--- src/rtl/uirq_pkg.sv ---
// Shared types for the UART interrupt identifier.
// Assumes: enable register layout and code values are fixed by the system.
package uirq_pkg;

    // Enable register, bit 7 down to bit 0
    typedef struct packed {
        logic en_dma;    // bit 7: DMA service of the FIFOs
        logic en_unit;   // bit 6: unit enable, gates the interrupt line
        logic en_nrz;    // bit 5: line coding flag, stored only
        logic en_rxto;   // bit 4: receive timeout source
        logic en_modem;  // bit 3: modem status source
        logic en_lstat;  // bit 2: receive line status source
        logic en_txreq;  // bit 1: transmit request source
        logic en_rxdat;  // bit 0: receive data available source
    } ien_t;

    // Identification codes; bit 0 low means pending
    typedef enum logic [3:0] {
        ID_MODEM = 4'b0000,
        ID_NONE  = 4'b0001,
        ID_TXREQ = 4'b0010,
        ID_RXDAT = 4'b0100,
        ID_LSTAT = 4'b0110,
        ID_RXTO  = 4'b1100
    } iid_e;

endpackage

--- src/rtl/uirq_ien_reg.sv ---
// Interrupt enable register.
// Holds the eight enable bits. On a write, the DMA enable is kept only
// when the written FIFO interrupt enables (bits 1 and 0) are both clear.
// Assumes: one write per strobe cycle; synchronous active-low reset.
module uirq_ien_reg
    import uirq_pkg::*;
(
    input  logic       clk,
    input  logic       rst_n,
    input  logic       wr_en,
    input  logic [7:0] wr_data,
    output ien_t       ien
);

    ien_t wr_val;

    // Apply the DMA exclusion rule to the written value
    always_comb begin
        wr_val        = ien_t'(wr_data);
        wr_val.en_dma = wr_data[7] & ~wr_data[1] & ~wr_data[0];
    end

    // Register update on a write strobe
    always_ff @(posedge clk) begin
        if (!rst_n) begin
            ien <= '0;
        end else if (wr_en) begin
            ien <= wr_val;
        end
    end

    // DMA never stored together with a FIFO interrupt enable
    a_r3_dma_excl: assert property (@(posedge clk) disable iff (!rst_n)
        ien.en_dma |-> !(ien.en_txreq || ien.en_rxdat));

    // register holds its value without a strobe
    a_r2_hold: assert property (@(posedge clk) disable iff (!rst_n)
        !wr_en |=> $stable(ien));

endmodule

--- src/rtl/uirq_rx_timer.sv ---
// Receive character-timeout timer.
// Counts baud ticks while the receive FIFO is non-empty. The timeout
// becomes pending after four character times with no character received
// and no FIFO read. A push or pop restarts the count. An empty FIFO clears
// the timer and holds it. A character time of zero disables the timer.
// Assumes: baud_tick is a one-cycle pulse.
module uirq_rx_timer #(
    parameter int LVL_W = 7,
    parameter int CHR_W = 8
) (
    input  logic             clk,
    input  logic             rst_n,
    input  logic [LVL_W-1:0] rx_level,
    input  logic             rx_push,
    input  logic             rx_pop,
    input  logic             baud_tick,
    input  logic [CHR_W-1:0] char_ticks,
    output logic             to_pend
);

    localparam int CNT_W = CHR_W + 2;

    logic [CNT_W-1:0] cnt;
    logic [CNT_W-1:0] limit;
    logic [CNT_W-1:0] cnt_inc;
    logic             rx_empty;
    logic             restart;

    // Derive the four-character limit and the control conditions
    always_comb begin
        limit    = {char_ticks, 2'b00};
        cnt_inc  = cnt + 1'b1;
        rx_empty = (rx_level == '0);
        restart  = rx_push | rx_pop;
    end

    // Idle counter and pending flag
    always_ff @(posedge clk) begin
        if (!rst_n) begin
            cnt     <= '0;
            to_pend <= 1'b0;
        end else if (rx_empty || restart) begin
            cnt     <= '0;
            to_pend <= 1'b0;
        end else if (baud_tick && (limit != '0) && !to_pend) begin
            cnt <= cnt_inc;
            if (cnt_inc == limit) begin
                to_pend <= 1'b1;
            end
        end
    end

    // push or pop cancels a pending timeout at the next edge
    a_r8_restart_clears: assert property (@(posedge clk) disable iff (!rst_n)
        (rx_push || rx_pop) |=> !to_pend);

    // empty FIFO halts the timer
    a_r8_empty_halts: assert property (@(posedge clk) disable iff (!rst_n)
        (rx_level == '0) |=> (!to_pend && cnt == '0));

    // zero character time never raises a timeout
    a_r7_zero_len: assert property (@(posedge clk) disable iff (!rst_n)
        (char_ticks == '0 && !to_pend) |=> !to_pend);

endmodule

--- src/rtl/uirq_resolver.sv ---
// Priority resolver.
// Gates each source with its enable bit and picks the single highest
// pending code. Data available is checked before timeout within the
// receive level. Also decodes the data-available threshold.
// Assumes: DEPTH is a multiple of 8.
module uirq_resolver
    import uirq_pkg::*;
#(
    parameter int DEPTH = 64,
    parameter int LVL_W = 7
) (
    input  ien_t             ien,
    input  logic [LVL_W-1:0] rx_level,
    input  logic [1:0]       rx_trig,
    input  logic             line_err,
    input  logic             tx_req,
    input  logic             modem_chg,
    input  logic             to_pend,
    output logic             rx_avail,
    output iid_e             code
);

    localparam int NTRIG = 4;
    localparam logic [LVL_W-1:0] TH_MIN = LVL_W'(1);

    logic [LVL_W-1:0] thr_tab [NTRIG];
    logic [LVL_W-1:0] thr;

    // Threshold table: 1, then DEPTH/8, DEPTH/4 and DEPTH/2
    for (genvar g = 0; g < NTRIG; g++) begin : g_thr
        if (g == 0) begin : g_min
            assign thr_tab[g] = TH_MIN;
        end else begin : g_frac
            assign thr_tab[g] = LVL_W'(DEPTH >> (4 - g));
        end
    end

    // Select the threshold and compare the level
    always_comb begin
        thr      = thr_tab[rx_trig];
        rx_avail = (rx_level >= thr);
    end

    // Fixed-priority selection of the gated sources
    always_comb begin
        if (ien.en_lstat && line_err) begin
            code = ID_LSTAT;
        end else if (ien.en_rxdat && rx_avail) begin
            code = ID_RXDAT;
        end else if (ien.en_rxto && to_pend) begin
            code = ID_RXTO;
        end else if (ien.en_txreq && tx_req) begin
            code = ID_TXREQ;
        end else if (ien.en_modem && modem_chg) begin
            code = ID_MODEM;
        end else begin
            code = ID_NONE;
        end
    end

endmodule

--- src/rtl/uart_irq_id.sv ---
// UART interrupt prioritizer and identifier, top level.
// Holds the enable register, runs the character-timeout timer, resolves
// the sources and registers the code. The interrupt line comes from the
// registered code and the unit enable.
// Assumes: all inputs are synchronous to clk.
module uart_irq_id
    import uirq_pkg::*;
#(
    parameter int DEPTH = 64,
    parameter int CHR_W = 8,
    parameter int LVL_W = $clog2(DEPTH + 1)
) (
    input  logic             clk,
    input  logic             rst_n,
    input  logic             ien_wr,
    input  logic [7:0]       ien_wdata,
    output logic [7:0]       ien_rdata,
    input  logic [LVL_W-1:0] rx_level,
    input  logic [1:0]       rx_trig,
    input  logic             rx_push,
    input  logic             rx_pop,
    input  logic             line_err,
    input  logic             tx_req,
    input  logic             modem_chg,
    input  logic             baud_tick,
    input  logic [CHR_W-1:0] char_ticks,
    output logic [3:0]       iir,
    output logic             irq
);

    ien_t ien;
    logic to_pend;
    logic rx_avail;
    iid_e code_nxt;
    iid_e iir_q;

    uirq_ien_reg u_ien (
        .clk     (clk),
        .rst_n   (rst_n),
        .wr_en   (ien_wr),
        .wr_data (ien_wdata),
        .ien     (ien)
    );

    uirq_rx_timer #(.LVL_W(LVL_W), .CHR_W(CHR_W)) u_timer (
        .clk        (clk),
        .rst_n      (rst_n),
        .rx_level   (rx_level),
        .rx_push    (rx_push),
        .rx_pop     (rx_pop),
        .baud_tick  (baud_tick),
        .char_ticks (char_ticks),
        .to_pend    (to_pend)
    );

    uirq_resolver #(.DEPTH(DEPTH), .LVL_W(LVL_W)) u_res (
        .ien       (ien),
        .rx_level  (rx_level),
        .rx_trig   (rx_trig),
        .line_err  (line_err),
        .tx_req    (tx_req),
        .modem_chg (modem_chg),
        .to_pend   (to_pend),
        .rx_avail  (rx_avail),
        .code      (code_nxt)
    );

    // Register the resolved code
    always_ff @(posedge clk) begin
        if (!rst_n) begin
            iir_q <= ID_NONE;
        end else begin
            iir_q <= code_nxt;
        end
    end

    // Drive outputs from registered state
    always_comb begin
        ien_rdata = ien;
        iir       = iir_q;
        irq       = ~iir_q[0] & ien.en_unit;
    end

    // only defined codes appear
    a_r4_legal: assert property (@(posedge clk) disable iff (!rst_n)
        iir_q inside {ID_NONE, ID_LSTAT, ID_RXDAT, ID_RXTO, ID_TXREQ, ID_MODEM});

    // enabled data available blocks the timeout code
    a_r6_dat_over_to: assert property (@(posedge clk) disable iff (!rst_n)
        (ien.en_rxdat && rx_avail) |=> (iir_q != ID_RXTO));

    // disabled timeout is never reported
    a_r9_to_gated: assert property (@(posedge clk) disable iff (!rst_n)
        !ien.en_rxto |=> (iir_q != ID_RXTO));

    // disabled line status is never reported
    a_r9_ls_gated: assert property (@(posedge clk) disable iff (!rst_n)
        !ien.en_lstat |=> (iir_q != ID_LSTAT));

    // interrupt line needs the unit enable and a pending code
    a_r10_irq_gate: assert property (@(posedge clk) disable iff (!rst_n)
        irq |-> (ien.en_unit && !iir_q[0]));

endmodule

--- config.mk ---
export PLATFORM = sky130hd
export DESIGN_NAME = uart_irq_id
export DESIGN_NICKNAME = d
export VERILOG_FILES = /design/src/rtl/uirq_pkg.sv /design/src/rtl/uirq_ien_reg.sv /design/src/rtl/uirq_rx_timer.sv /design/src/rtl/uirq_resolver.sv /design/src/rtl/uart_irq_id.sv
export SDC_FILE = /design/constraint.sdc
export NUM_CORES = 1
export LEC_CHECK = 0
export ABC_AREA = 0
export ABC_CLOCK_PERIOD_IN_PS = 3000
export BUFFER_PORTS_ARGS = -buffer_cell sky130_fd_sc_hd__buf_2
export CELL_PAD_IN_SITES_DETAIL_PLACEMENT = 1
export CELL_PAD_IN_SITES_GLOBAL_PLACEMENT = 2
export CORE_ASPECT_RATIO = 1.25
export CORE_MARGIN = 2
export CORE_UTILIZATION = 30
export DETAILED_ROUTE_END_ITERATION = 7
export PLACE_DENSITY_LB_ADDON = 0.1
export SYNTH_ARGS = -nofsm -noshare
export SYNTH_HDL_FRONTEND = slang
export SYNTH_SLANG_ARGS = --single-unit
--- constraint.sdc ---
create_clock -name clk -period 3 [get_ports clk]
set_input_delay 0.15 -clock clk [delete_from_list [all_inputs] [get_ports clk]]
set_output_delay 0.15 -clock clk [all_outputs]
set_load 0.05 [all_outputs]
==> metrics.md <==
| Metric | Value |
|---|---|
| Status | completed |
| Critical path capture point type | flop |
| Max Clock Freq | 547 MHz |
| Area growth, synth to finish | 25.7% |
| # IOs | 47 |
| HPWL Detailed | 2740 microns |
| Placed Area | 1620 sq um |
| Total Neg Setup Slack | 0 ns |
| Worst Path Required | 3.18 ns |
| Initial antenna violation count | 0 |
| # DRC | 0 |
| Cell Pwr Density | 386 nW/um^2 |
| Worst EP arrival | 2.01 ns |
| Post-synth ARST share | 0% |
| Die Y | 78.4 microns |
| Cts hold-fix bufs | 0 |
| H-tree levels | 1 |
| Die area | 4980 sq um |
| Unrepaired setup endpoints after global routing | false |
| Slew of the pin with the lowest slew margin | 0.519 ns |
| Vias per Instance | 4.77 |
| Initial core utilization | 30.7% |
| Worst Hold Class | primary input to flop |
| Critical path startpoint category | flop |
| Synth warnings | 0 |
| Finished layout cell area | 1670 sq um |
| Diodes inserted | 0 |
| Kind of critical path | flop to flop |
| Post-synth EDFFs | 0 |
| Routed Antenna Nets | 0 |
| CTS Sinks | 23 |
| Placeable Area | 4320 sq um |
| Top_reg_cell synth | dfxtp_1 |
| Port buffer count | 46 |
| Worst vdd ir | 0.132 mV |
| Library cells used by synthesis | 35 |
| RePlAce Congestion | 0.821 |
| Net Count, Synth | 195 |
| DR iter-0 viols | 25 |
| Seq/Total Area, Yosys | 34.7% |
| DR WL/cell | 13.0 microns |
| CTS tree | yes |
| Final Non-Filler Cells | 260 |
| Final Hold Vio Count | 0 |
| Postcts setup bufs | 0 |
| Clock Pin Slew Worst Setup and Hold Paths | 0.09 ns |
| Fraction of layout cells with a size suffix above 1 | 26.2% |
| Gr usage total | 14.1% |
| Longest Clk Path Bufs | 2 |
| Fin Clk Skew | 0.00656 ns |
| Vias in the first global route | 1273 |
| Num CTS Buffers | 3 |
| Post-CTS sizing | 0 |
| Worst-Skew Late Latency | 0.27 ns |
| Core Util, Final | 38.6% |
| Fin crit share | 60.9% |
| Total Nets Final | 243 |
| Yosys reg bits | 23 |
| CTS root buffer | clkbuf_8 |
| Total number of vias | 1239 |
| Pins Over Slew Limit | 0 |
| Cells after Synth | 155 |
| Count of final setup violators | 0 |
| Post-route minimum period | 1.83 ns |
| GRT overflow | 0 |
| Avg Cell Area, Syn | 8.57 sq um |
| DP Cell Count | 256 |
| Chip width | 63.5 microns |
| Leak | 0.735 nW |
| Drt pass-1 iters | 4 |
| Slew margin rel. | 65.4% |
| Worst Path Max Fanout | 5 |
| First-pass GRT wire length | 5640 microns |
| Post-Syn Area | 1330 sq um |
| Std cell rows | 27 |
| Max_cap viols | 0 |
| WHS | 0.135 ns |
| Largest net degree at the start of global routing | 15 |
| Routed WL | 3380 microns |
[layout by cell type (no fill, tap or decap), types with 4 or more instances in the layout]
| master | synthesis | layout |
|---|---|---|
| xnor2_1 | 8 | 8 |
| buf_2 | 1 | 46 |
| ha_1 | 6 | 6 |
| nor2_1 | 16 | 16 |
| mux2i_1 | 8 | 8 |
| nor2b_1 | 10 | 10 |
| nor3_1 | 4 | 4 |
| xor2_1 | 15 | 15 |
| nand2_1 | 18 | 18 |
| o21ai_0 | 5 | 5 |
| nand3_1 | 5 | 5 |
| dfxtp_1 | 23 | 23 |
[state kept, by name (all words and copies together) (netlist names)]
name / flops
u_timer.cnt: 10
u_ien.ien: 8
iir: 4
u_timer.to_pend: 1
[critical path: stages (launching register included)]
cell,delay [ns]
dfxtp_1,0.43
ha_1,0.27
nand3_1,0.17
nor3_1,0.34
xnor2_1,0.17
o2111ai_1,0.13
o32ai_1,0.22
[final timing paths]
check | end | slack (ns) | cells past startpoint | from
setup / recovery | u_timer.to_pend$_SDFFE_PP0P_ | 1.17 | 6 | u_timer.cnt[0]$_SDFFE_PP0P_
hold / removal | u_ien.ien[6]$_SDFFE_PN0P_ | 0.14 | 3 | ien_wdata[6]
setup reg to reg | u_timer.to_pend$_SDFFE_PP0P_ | 1.17 | 6 | u_timer.cnt[0]$_SDFFE_PP0P_
hold reg to reg | u_timer.to_pend$_SDFFE_PP0P_ | 0.50 | 2 | u_timer.to_pend$_SDFFE_PP0P_
[cell type report]
class | count | area [sq um]
clock inverters | 1 | 7.51
fillers | 565 | 2650
flip-flops and latches | 23 | 460
well taps | 58 | 72.6
clock buffers | 3 | 41.3
repair buffers | 47 | 238
multi-input cells | 125 | 840
inverters | 3 | 11.3
[cells by family (layout without fill, tap and decap cells)]
family | Yosys count | count (layout) | share of synthesized area [%]
and+or+nand+nor | 69 | 69 | 26.0
xor gates and xnor gates | 23 | 23 | 15.2
DFF | 23 | 23 | 34.7
AOI/OAI and AO/OA | 19 | 19 | 10.4
muxes | 8 | 8 | 6.03
buffers and inverters | 7 | 54 | 2.17
adders and majority gates | 6 | 6 | 5.65
[stage by stage]
step / total power [mW] / setup slack [ns]
floorplan: 0.407 / 1.39
detailed placement: 0.454 / 1.14
finish: 0.645 / 1.17
global placement: 0.452 / 1.19
global route: 0.685 / 0.948
CTS: 0.661 / 1.14
[power by group]
part | internal (mW) | switching (mW) | leakage [nW] | total [mW]
registers | 0.314 | 0.00661 | 0.187 | 0.321
clock network | 0.0940 | 0.106 | 0.0217 | 0.200
logic | 0.0486 | 0.0763 | 0.526 | 0.125
[layer usage]
| metal | GRT usage, % | share of wire (%) | vias up |
|---|---|---|---|
| met5 | 0 | 0 | - |
| met4 | 4.57 | 0.53 | 0 |
| met3 | 1.86 | 3.4 | 2 |
| met2 | 27.7 | 54 | 22 |
| met1 | 15.3 | 42 | 587 |
| li1 | - | - | 628 |
[synthesized netlist by cell type, types with 2 or more instances]
cell type | number | area share, %
a21oi_2 | 2 | 1.3
nor2_1 | 16 | 4.5
o2111ai_1 | 2 | 1.3
nor2b_1 | 10 | 4.7
nand2b_1 | 3 | 1.4
o21a_1 | 2 | 1.1
xnor2_1 | 8 | 5.3
nand2_1 | 18 | 5.1
nor4_1 | 3 | 1.4
o21ai_0 | 5 | 1.9
mux2i_1 | 8 | 6.0
or3_1 | 2 | 0.94
nor3_1 | 4 | 1.5
xor2_1 | 15 | 9.9
nand3_1 | 5 | 1.9
dfxtp_1 | 23 | 35
clkbuf_1 | 2 | 0.57
inv_1 | 3 | 0.85
nand4_1 | 3 | 1.4
ha_1 | 6 | 5.6
(Power assumes the default switching activity.)
